[src/rtl/can_rx_pkg.sv]
package can_rx_pkg;

    localparam int ID_W      = 11;
    localparam int FILT_W    = ID_W + 1;
    localparam int DLC_W     = 4;
    localparam int MAX_BYTES = 8;
    localparam int DATA_W    = MAX_BYTES * 8;
    localparam int CRC_W     = 15;
    localparam int EXT_W     = 18;
    localparam int CNT_W     = 7;

    typedef enum logic [3:0] {
        ST_IDLE,
        ST_ID,
        ST_RTR,
        ST_IDE,
        ST_R0,
        ST_EXT,
        ST_DLC,
        ST_DATA,
        ST_CRC,
        ST_CRCDEL,
        ST_ACKSLOT,
        ST_ACKDEL,
        ST_EOF,
        ST_GAP
    } rx_state_e;

    typedef struct packed {
        rx_state_e          st;
        logic [CNT_W-1:0]   cnt;
        logic [ID_W-1:0]    id;
        logic               rtr;
        logic               ide;
        logic [DLC_W-1:0]   dlc;
        logic [3:0]         nbytes;
        logic [DATA_W-1:0]  data;
        logic               ack_ok;
        logic               done;
    } parse_s;

endpackage

[src/rtl/can_rx_filter.sv]
module can_rx_filter
    import can_rx_pkg::*;
(
    input  logic [FILT_W-1:0] key,
    input  logic [FILT_W-1:0] code,
    input  logic [FILT_W-1:0] mask,
    output logic              hit
);
    // a mask bit of 1 removes that bit from the compare
    always_comb begin
        hit = (((key ^ code) & ~mask) == '0);
    end
endmodule

[src/rtl/can_rx_parse.sv]
module can_rx_parse
    import can_rx_pkg::*;
#(
    parameter int EOF_BITS = 7,
    parameter int GAP_BITS = 3
) (
    input  logic              clk,
    input  logic              rst_n,
    input  logic              bit_en,
    input  logic              rx_bit,
    input  logic              crc_ok,
    output logic              ack_drive,
    output logic              done,
    output logic [ID_W-1:0]   id,
    output logic              rtr,
    output logic [DLC_W-1:0]  dlc,
    output logic [DATA_W-1:0] data
);
    localparam logic [CNT_W-1:0] ID_LAST  = CNT_W'(ID_W - 1);
    localparam logic [CNT_W-1:0] DLC_LAST = CNT_W'(DLC_W - 1);
    localparam logic [CNT_W-1:0] CRC_LAST = CNT_W'(CRC_W - 1);
    localparam logic [CNT_W-1:0] EXT_RTR  = CNT_W'(EXT_W);
    localparam logic [CNT_W-1:0] EXT_LAST = CNT_W'(EXT_W + 2);
    localparam logic [CNT_W-1:0] EOF_LAST = CNT_W'(EOF_BITS - 1);
    localparam logic [CNT_W-1:0] GAP_LAST = CNT_W'(GAP_BITS - 1);

    parse_s q, d;

    logic [DLC_W-1:0] dlc_nxt;
    logic [3:0]       nb_nxt;
    logic [CNT_W-1:0] data_last;
    logic [5:0]       bit_idx;

    always_comb begin
        dlc_nxt   = {q.dlc[DLC_W-2:0], rx_bit};
        // remote frames carry nothing, codes above 8 clamp to 8
        if (q.rtr)
            nb_nxt = 4'd0;
        else if (dlc_nxt > 4'd8)
            nb_nxt = 4'd8;
        else
            nb_nxt = dlc_nxt;
        data_last = {q.nbytes, 3'b000} - CNT_W'(1);
        // byte index from upper count bits, MSB of each byte first
        bit_idx   = {q.cnt[5:3], ~q.cnt[2:0]};
    end

    always_comb begin
        d      = q;
        d.done = 1'b0;
        if (bit_en) begin
            unique case (q.st)
                ST_IDLE: begin
                    if (!rx_bit) begin
                        d.st     = ST_ID;
                        d.cnt    = '0;
                        d.id     = '0;
                        d.rtr    = 1'b0;
                        d.ide    = 1'b0;
                        d.dlc    = '0;
                        d.nbytes = '0;
                        d.data   = '0;
                        d.ack_ok = 1'b0;
                    end
                end
                ST_ID: begin
                    d.id = {q.id[ID_W-2:0], rx_bit};
                    if (q.cnt == ID_LAST) begin
                        d.st  = ST_RTR;
                        d.cnt = '0;
                    end else begin
                        d.cnt = q.cnt + CNT_W'(1);
                    end
                end
                ST_RTR: begin
                    d.rtr = rx_bit;
                    d.st  = ST_IDE;
                end
                ST_IDE: begin
                    d.ide = rx_bit;
                    d.cnt = '0;
                    d.st  = rx_bit ? ST_EXT : ST_R0;
                end
                ST_R0: begin
                    d.st  = ST_DLC;
                    d.cnt = '0;
                end
                ST_EXT: begin
                    // extension bits, then the true RTR, then r1, r0
                    if (q.cnt == EXT_RTR)
                        d.rtr = rx_bit;
                    if (q.cnt == EXT_LAST) begin
                        d.st  = ST_DLC;
                        d.cnt = '0;
                    end else begin
                        d.cnt = q.cnt + CNT_W'(1);
                    end
                end
                ST_DLC: begin
                    d.dlc = dlc_nxt;
                    if (q.cnt == DLC_LAST) begin
                        d.nbytes = nb_nxt;
                        d.cnt    = '0;
                        d.st     = (nb_nxt == 4'd0) ? ST_CRC : ST_DATA;
                    end else begin
                        d.cnt = q.cnt + CNT_W'(1);
                    end
                end
                ST_DATA: begin
                    if (!q.ide)
                        d.data[bit_idx] = rx_bit;
                    if (q.cnt == data_last) begin
                        d.st  = ST_CRC;
                        d.cnt = '0;
                    end else begin
                        d.cnt = q.cnt + CNT_W'(1);
                    end
                end
                ST_CRC: begin
                    if (q.cnt == CRC_LAST) begin
                        d.st  = ST_CRCDEL;
                        d.cnt = '0;
                    end else begin
                        d.cnt = q.cnt + CNT_W'(1);
                    end
                end
                ST_CRCDEL: begin
                    // acknowledge only an intact frame
                    if (!rx_bit) begin
                        d.st     = ST_GAP;
                        d.cnt    = '0;
                        d.ack_ok = 1'b0;
                    end else begin
                        d.ack_ok = crc_ok;
                        d.st     = ST_ACKSLOT;
                    end
                end
                ST_ACKSLOT: begin
                    d.st = ST_ACKDEL;
                end
                ST_ACKDEL: begin

                    d.cnt = '0;
                    if (!rx_bit) begin
                        d.st     = ST_GAP;
                        d.ack_ok = 1'b0;
                    end else begin
                        d.st = ST_EOF;
                    end
                end
                ST_EOF: begin
                    if (!rx_bit) begin
                        // dominant inside end of frame aborts
                        d.st     = ST_GAP;
                        d.cnt    = '0;
                        d.ack_ok = 1'b0;
                    end else if (q.cnt == EOF_LAST) begin
                        // only intact standard frames finish
                        d.done = q.ack_ok && !q.ide;
                        d.st   = ST_GAP;
                        d.cnt  = '0;
                    end else begin
                        d.cnt = q.cnt + CNT_W'(1);
                    end
                end
                ST_GAP: begin
                    // consecutive recessive bits re-arm the receiver
                    if (!rx_bit) begin
                        d.cnt = '0;
                    end else if (q.cnt == GAP_LAST) begin
                        d.st  = ST_IDLE;
                        d.cnt = '0;
                    end else begin
                        d.cnt = q.cnt + CNT_W'(1);
                    end
                end
                default: begin
                    d.st  = ST_IDLE;
                    d.cnt = '0;
                end
            endcase
        end
    end

    always_ff @(posedge clk or negedge rst_n) begin
        if (!rst_n) begin
            q <= '{st: ST_IDLE, default: '0};
        end else begin
            q <= d;
        end
    end

    assign ack_drive = (q.st == ST_ACKSLOT) && q.ack_ok;
    assign done      = q.done;
    assign id        = q.id;
    assign rtr       = q.rtr;
    assign dlc       = q.dlc;
    assign data      = q.data;

endmodule

[src/rtl/can_std_rx.sv]
module can_std_rx
    import can_rx_pkg::*;
#(
    parameter int NUM_FILT = 2,
    parameter int EOF_BITS = 7,
    parameter int GAP_BITS = 3
) (
    input  logic                       clk,
    input  logic                       rst_n,
    input  logic                       bit_en,
    input  logic                       rx_bit,
    input  logic                       crc_ok,
    input  logic [NUM_FILT*FILT_W-1:0] flt_code,
    input  logic [NUM_FILT*FILT_W-1:0] flt_mask,
    output logic                       ack_drive,
    output logic                       frame_valid,
    output logic [ID_W-1:0]            rx_id,
    output logic                       rx_rtr,
    output logic [DLC_W-1:0]           rx_dlc,
    output logic [DATA_W-1:0]          rx_data,
    output logic [NUM_FILT-1:0]        rx_match
);
    typedef struct packed {
        logic                valid;
        logic [ID_W-1:0]     id;
        logic                rtr;
        logic [DLC_W-1:0]    dlc;
        logic [DATA_W-1:0]   data;
        logic [NUM_FILT-1:0] match;
    } out_s;

    logic              p_done;
    logic [ID_W-1:0]   p_id;
    logic              p_rtr;
    logic [DLC_W-1:0]  p_dlc;
    logic [DATA_W-1:0] p_data;
    logic [NUM_FILT-1:0] hit;
    logic [FILT_W-1:0]   key;

    out_s o_q, o_d;

    can_rx_parse #(
        .EOF_BITS (EOF_BITS),
        .GAP_BITS (GAP_BITS)
    ) u_parse (
        .clk       (clk),
        .rst_n     (rst_n),
        .bit_en    (bit_en),
        .rx_bit    (rx_bit),
        .crc_ok    (crc_ok),
        .ack_drive (ack_drive),
        .done      (p_done),
        .id        (p_id),
        .rtr       (p_rtr),
        .dlc       (p_dlc),
        .data      (p_data)
    );

    assign key = {p_id, p_rtr};

    for (genvar f = 0; f < NUM_FILT; f++) begin : g_flt
        can_rx_filter u_flt (
            .key  (key),
            .code (flt_code[f*FILT_W +: FILT_W]),
            .mask (flt_mask[f*FILT_W +: FILT_W]),
            .hit  (hit[f])
        );
    end

    // outputs move only for an accepted finished frame
    always_comb begin
        o_d       = o_q;
        o_d.valid = 1'b0;
        if (p_done && (|hit)) begin
            o_d.valid = 1'b1;
            o_d.id    = p_id;
            o_d.rtr   = p_rtr;
            o_d.dlc   = p_dlc;
            o_d.data  = p_data;
            o_d.match = hit;
        end
    end

    always_ff @(posedge clk or negedge rst_n) begin
        if (!rst_n) begin
            o_q <= '0;
        end else begin
            o_q <= o_d;
        end
    end

    assign frame_valid = o_q.valid;
    assign rx_id       = o_q.id;
    assign rx_rtr      = o_q.rtr;
    assign rx_dlc      = o_q.dlc;
    assign rx_data     = o_q.data;
    assign rx_match    = o_q.match;

endmodule

[config.mk]
export PLATFORM = sky130hd
export DESIGN_NAME = can_std_rx
export DESIGN_NICKNAME = d
export VERILOG_FILES = /design/src/rtl/can_rx_pkg.sv /design/src/rtl/can_rx_filter.sv /design/src/rtl/can_rx_parse.sv /design/src/rtl/can_std_rx.sv
export SDC_FILE = /design/constraint.sdc
export NUM_CORES = 1
export LEC_CHECK = 0
export BUFFER_PORTS_ARGS = -buffer_cell sky130_fd_sc_hd__buf_2
export CAP_MARGIN = 20
export CORE_UTILIZATION = 30
export CTS_CLUSTER_SIZE = 10
export DETAILED_ROUTE_END_ITERATION = 8
export GPL_TIMING_DRIVEN = 0
export SLEW_MARGIN = 20
export SYNTH_ARGS = -nofsm -noshare
export SYNTH_HDL_FRONTEND = slang
export SYNTH_SLANG_ARGS = --single-unit
[constraint.sdc]
create_clock -name clk -period 2.55 [get_ports clk]
set_clock_uncertainty 0.2 [all_clocks]
set_input_delay 0.1275 -clock clk [delete_from_list [all_inputs] [get_ports clk]]
set_output_delay 0.1275 -clock clk [all_outputs]
set_load 0.01 [all_outputs]
After elaboration in Yosys (flattened, before gate mapping)
Index checks and enable logic that the tools add are counted.
- register bits: 181
- output and inout bits: 84
- word-level logic and storage cells: 136
- add/subtract/negate cells: 2
- magnitude comparators: 3
- eq/ne operators: 34
- muxes and demuxes: 46
- bitwise gates (word level): 8
- reduce and logical (&&, ||, !) cells: 27
- operators by type and width (kind ; count):
    64-bit one-hot mux with 2 select lines ; 1
    97-bit two-way mux ; 1
    83-bit two-way mux ; 1
    7-bit one-hot mux with 10 select lines ; 1
    64-bit bitwise mux ; 1
    64-bit two-way mux ; 1
    7-bit two-way mux ; 9
    4-bit one-hot mux with 14 select lines ; 1
    4-bit two-way mux ; 12
    12-bit AND ; 2
    4-bit equality test (second input constant) ; 6
    12-bit logical NOT ; 2
    12-bit inverter ; 2
    12-bit XOR ; 2
    11-bit one-hot mux with 2 select lines ; 1
    4-bit AND reduction ; 5
    4-bit by 3-bit equality test with 1-bit output (second input constant) ; 4
    8-bit one-hot mux with 2 select lines ; 1
    7-bit by 2-bit equality test with 1-bit output (second input constant) ; 2
    7-bit by 4-bit equality test with 1-bit output (second input constant) ; 2
    7-bit by 5-bit equality test with 1-bit output (second input constant) ; 2
    2-bit by 1-bit != test with 1-bit output (second input constant) ; 7
    11-bit two-way mux ; 1
    1-bit two-way mux ; 10
    25 further kinds ; 43

Logic depth before layout (Yosys ltp)
- depth after elaboration: 8
- gate-level depth with buffers: 9

By module
From an unflattened synthesis, not the netlist that was laid out.
- cells, all modules: 848
- area, all modules: 8996.1 um^2
- modules (own cells, without submodules) (module ; times used ; cells an instance ; area an instance (um^2)):
    can_rx_parse ; 1 ; 631 ; 5570.3
    can_std_rx ; 1 ; 177 ; 3105.5
    can_rx_filter ; 2 ; 20 ; 160.2

Worst setup path after synthesis
No wires, ideal clock.
- path type: reg-to-reg
- start point: register u_parse.q[87] in the netlist's numbering
- end point: register u_parse.q[96] in the netlist's numbering
- library setup time: 0.121 ns
- data arrival time: 2.342 ns
- required time: 2.229 ns
- setup slack: -0.113 ns
- stages on the path, launching flop included: 10
- clock period less this slack: 2.663 ns
- cells stage by stage: dfrtp_1 -> clkbuf_1 -> inv_1 -> ha_1 -> or4b_4 -> o211ai_2 -> nand4_2 -> nor4_4 -> o211ai_1 -> a22o_1
- cells in the longest elaborated chain, start to end: 3
- elaborated cells on any way between the ends: 15
- those cells by class: eq/ne (14); reduce/logical (1)
- RTL lines (element ; line ; RTL):
    start, declared ; can_rx_parse.sv:27 ; parse_s q, d;
    start signal, assigned ; can_rx_parse.sv:187 ; q <= '{st: ST_IDLE, default: '0};
    start signal, assigned ; can_rx_parse.sv:189 ; q <= d;
    7-bit by 3-bit equality test with 1-bit output, or another cell as far along ; can_rx_parse.sv:157 ; end else if (q.cnt == EOF_LAST) begin
    3-bit by 2-bit != test with 1-bit output (no source line) / 2-bit by 1-bit != test with 1-bit output (equally long branches) ; n/a ;
    10-bit AND reduction (no source line) (*) ; n/a ;
Mark *: on every way between the ends. The rest lies on a longest branch, timed or not.
A chain may end at the register's enable or synchronous reset.

Worst setup path after layout
- start point: register u_parse.q[87] in the netlist's numbering
- end point: register u_parse.q[97] in the netlist's numbering
The elaborated chain is that of the path after synthesis.

==> qor.csv <==
stage;metric;value;unit
outcome;status;finished, final reports clean;
worst_setup_path;WP buf/inv;2;
global_routing;first-pass GRT wire length;37400;µm
route;first-pass detailed-route iteration total;5;
die;die width;168;µm
global_routing;Top Usage Layer GRT;met2;
route;initial DRC count;441;
worst_setup_path;Worst Setup SP;u_parse.q[87];
global_routing;initial antenna violation count;0;
route;vias per cell;5.17;
die;core area;0.0270;mm²
worst_setup_path;top cell family by delay on the critical path;simple AND/OR/NAND/NOR gates;
route;# DRC;0;
power_and_ir_drop;power per cell area;741;mW/mm²
yosys;Area contributors post-synth;dfrtp_1 (55%), mux2_2 (11%), o21ai_0 (8.1%), a21oi_1 (4.3%), xnor2_1 (2.9%);
worst_setup_path;worst stage delay on the critical path;0.48;ns
placement;count of buffers from port buffering;136;
flow_run;Max Cap Viol;0;
sta;Slew HR;40.4;%
layout;non-filler cells, final;1286;
worst_hold_path;min-delay src;bit_en;
placement;routability cong.;0.811;
worst_hold_path;Hold Path Class;primary input to register;
worst_hold_path;hold path cells;4;
layout;share of post-route cells with drive strength above 1;35.0;%
route;remaining antenna violation count;0;
sta;hold_ws;0.0132;ns
placement;placed insts;1244;
die;die area;0.0282;mm²
route;vias;6650;
worst_setup_path;R2R Path Start;u_parse.q[87];
worst_setup_path;kind of critical path;register to register;
layout;fin nets;989;
yosys;list of most frequent post-synthesis cells;dfrtp_1 (181), o21ai_0 (134), mux2_2 (80), a21oi_1 (71), nand2_1 (43);
sta;period utilization;97.0;%
sta;Final Setup Violations;0;
worst_setup_path;critical path peak fanout;4;
global_routing;grt met3 use;4.11;%
die;Ports;137;
worst_setup_path;CP required;2.70;ns
clock_network;CTS Buffer Depth;2;
worst_setup_path;Setup crit start kind;register;
worst_setup_path;crit-path cells;inv_2 > ha_4 > or4b_4 > o211ai_4 > nand4_4 > nor4_4 > buf_4 > nand2_2 > o2bb2ai_1;
global_routing;Overall Global Routing Usage;16.9;%
worst_setup_path;WP depth;9;
sta;Setup TNS;0;ns
worst_setup_path;FF-to-FF path depth;9;
worst_setup_path;CP max stage cell;or4b_4;
layout;# diodes;0;
global_routing;met2 Use GR;26.5;%
yosys;Mean Syn Cell Area;10.8;µm²
worst_setup_path;Arr. time, crit path;2.63;ns
yosys;ys flop type;dfrtp_1;
yosys;Netlist cell types;58;
yosys;Yosys top cell by area;dfrtp_1;
yosys;async set-reset flop share out of synthesis;100;%
power_and_ir_drop;Leakage Power;5.11;nW
yosys;top-count cell post-synth;dfrtp_1;
die;Die Ht;168;µm
clock_network;H-tree depth;4;
clock_network;Clock Latency Late Sink;0.43;ns
sta;fmax;0.404;GHz
power_and_ir_drop;Worst VDD drop;0.409;mV
yosys;Cell Area, Synth;0.00826;mm²
yosys;total number of yosys warnings;0;
sta;unrepaired setup endpoints after global routing;true;
clock_network;clk root buf;clkbuf_16;
yosys;flops & latches, synth;181;
clock_network;TritonCTS clock tree;built;
global_routing;met1 Resource Use GR;23.0;%
layout;area grow syn2layout;26.2;%
yosys;cells after synthesis;763;
sta;Tightest Pin Transition;0.889;ns
yosys;Post-synth EDFFs;0;
power_and_ir_drop;Pwr Total;0.00773;W
global_routing;pin count of the biggest net entering global routing;92;
route;Post-Route WL;23400;µm
die;row cnt;60;
global_routing;global route overflow;0;
sta;Final Hold Fails;0;
global_routing;vias in the first global route;6738;
clock_network;# clock sinks;181;
clock_network;number of CTS-inserted buffers;17;
route;Avg WL per Cell;18.2;µm
placement;Final HPWL DP;15900;µm
worst_setup_path;crit end category;register;
die;Initial Utilization;30.6;%
layout;Final Core Density;38.7;%
sta;Slew Viols, Final;0;
clock_network;clock-pin slew on the worst setup and hold paths;0.07;ns
yosys;share of the synthesized area in the top cell type;54.8;%
yosys;Seq/Total Area, Yosys;54.8;%
yosys;Mapped Nets;820;
sta;crit path time final;2.47;ns
area by class of cell:
type	instances	area (µm²)
fill	2591	16500
sequential	181	4530
multi-input combinational	523	3740
timing repair buffer	153	880
clock buffer	19	443
tap	341	427
buffer	48	235
clock inverter	13	133
inverter	8	30.0
metrics by stage:
step / instance area, µm² / setup WS [ns]
4_1_cts: 10200 / -0.0340
5_1_grt: 10400 / -0.0679
2_1_floorplan: 8260 / 0.00369
3_5_place_dp: 9450 / -0.704
6_report: 10400 / 0.0763
3_3_place_gp: 9370 / -1.81
power by group:
group | total [W] | internal [W] | leakage (nW) | switching [W]
logic | 0.00194 | 0.000772 | 2.32 | 0.00117
clock network | 0.00256 | 0.00133 | 0.284 | 0.00124
registers | 0.00322 | 0.00301 | 2.50 | 0.000212
total | 0.00772 | 0.00511 | 5.11 | 0.00262
state kept, by name, summed over array words and instances, names as in the netlist:
register         cells
rx_match             2
u_parse.id          11
u_parse.data        64
frame_valid          1
u_parse.done         1
u_parse.bit_idx      3
rx_dlc               4
rx_rtr               1
u_parse.q           14
rx_data             64
u_parse.dlc          4
u_parse.rtr          1
rx_id               11
per-layer routing:
layer	part of all wire, %	vias up
li1	-	3100
met1	45	3330
met2	47	195
met3	6.3	25
met4	1.9	0
met5	0	-
cells by family (layout without fill, tap and decap cells):
logic type               count (synthesis)  after routing  synth area share (%)
AO/OA/AOI/OAI                          265            265                  18.1
flip-flops                             181            181                  54.8
AND/OR/NAND/NOR                        141            142                  8.97
multiplexers                            80             80                  10.9
buffers and inverters                   60            241                  3.00
XOR/XNOR                                32             32                  3.56
adder cells (fa/ha/maj)                  4              4                 0.606
tightest hold or removal path: stages:
cell	delay, ns
buf_2	0.14
o311ai_2	0.15
nor4_4	0.09
nor2_1	0.09
final timing paths:
| check | endpoint | slack (ns) |
|---|---|---|
| setup / recovery | u_parse.q[97] | 0.08 |
| min in group asynchronous | frame_valid | 0.10 |
| hold reg to reg | rx_match[0] | 0.28 |
| hold / removal | u_parse.bit_idx[4] | 0.01 |
| max in group asynchronous | u_parse.q[87] | 1.16 |
| setup reg to reg | u_parse.q[97] | 0.08 |
layout by cell type, fill, tap and decap left out, types with 5 or more instances in the layout:
master,n
nor3_2,5
nor2b_1,6
o21ai_2,8
mux2_2,80
nand2b_1,6
clkbuf_1,29
dfrtp_1,178
and3_1,8
nor2_1,26
xnor2_1,26
and2_1,6
a22o_1,15
o21ai_1,39
buf_4,14
clkbuf_16,18
o21ai_0,94
nor3_1,8
a21oi_1,71
buf_1,5
nand2_1,31
buf_2,137
inv_1,6
o22ai_1,11
nand2_4,9
what timing repair did:
item,4_1_cts,5_1_grt
hold buffers,3,0
pin swaps,4,13
endpoints found under the hold margin,93,0
buffers inserted,5,4
setup endpoints to repair,154,153
gates cloned,0,2
gates resized for setup,53,57
Power figures use the tool's default switching activity.
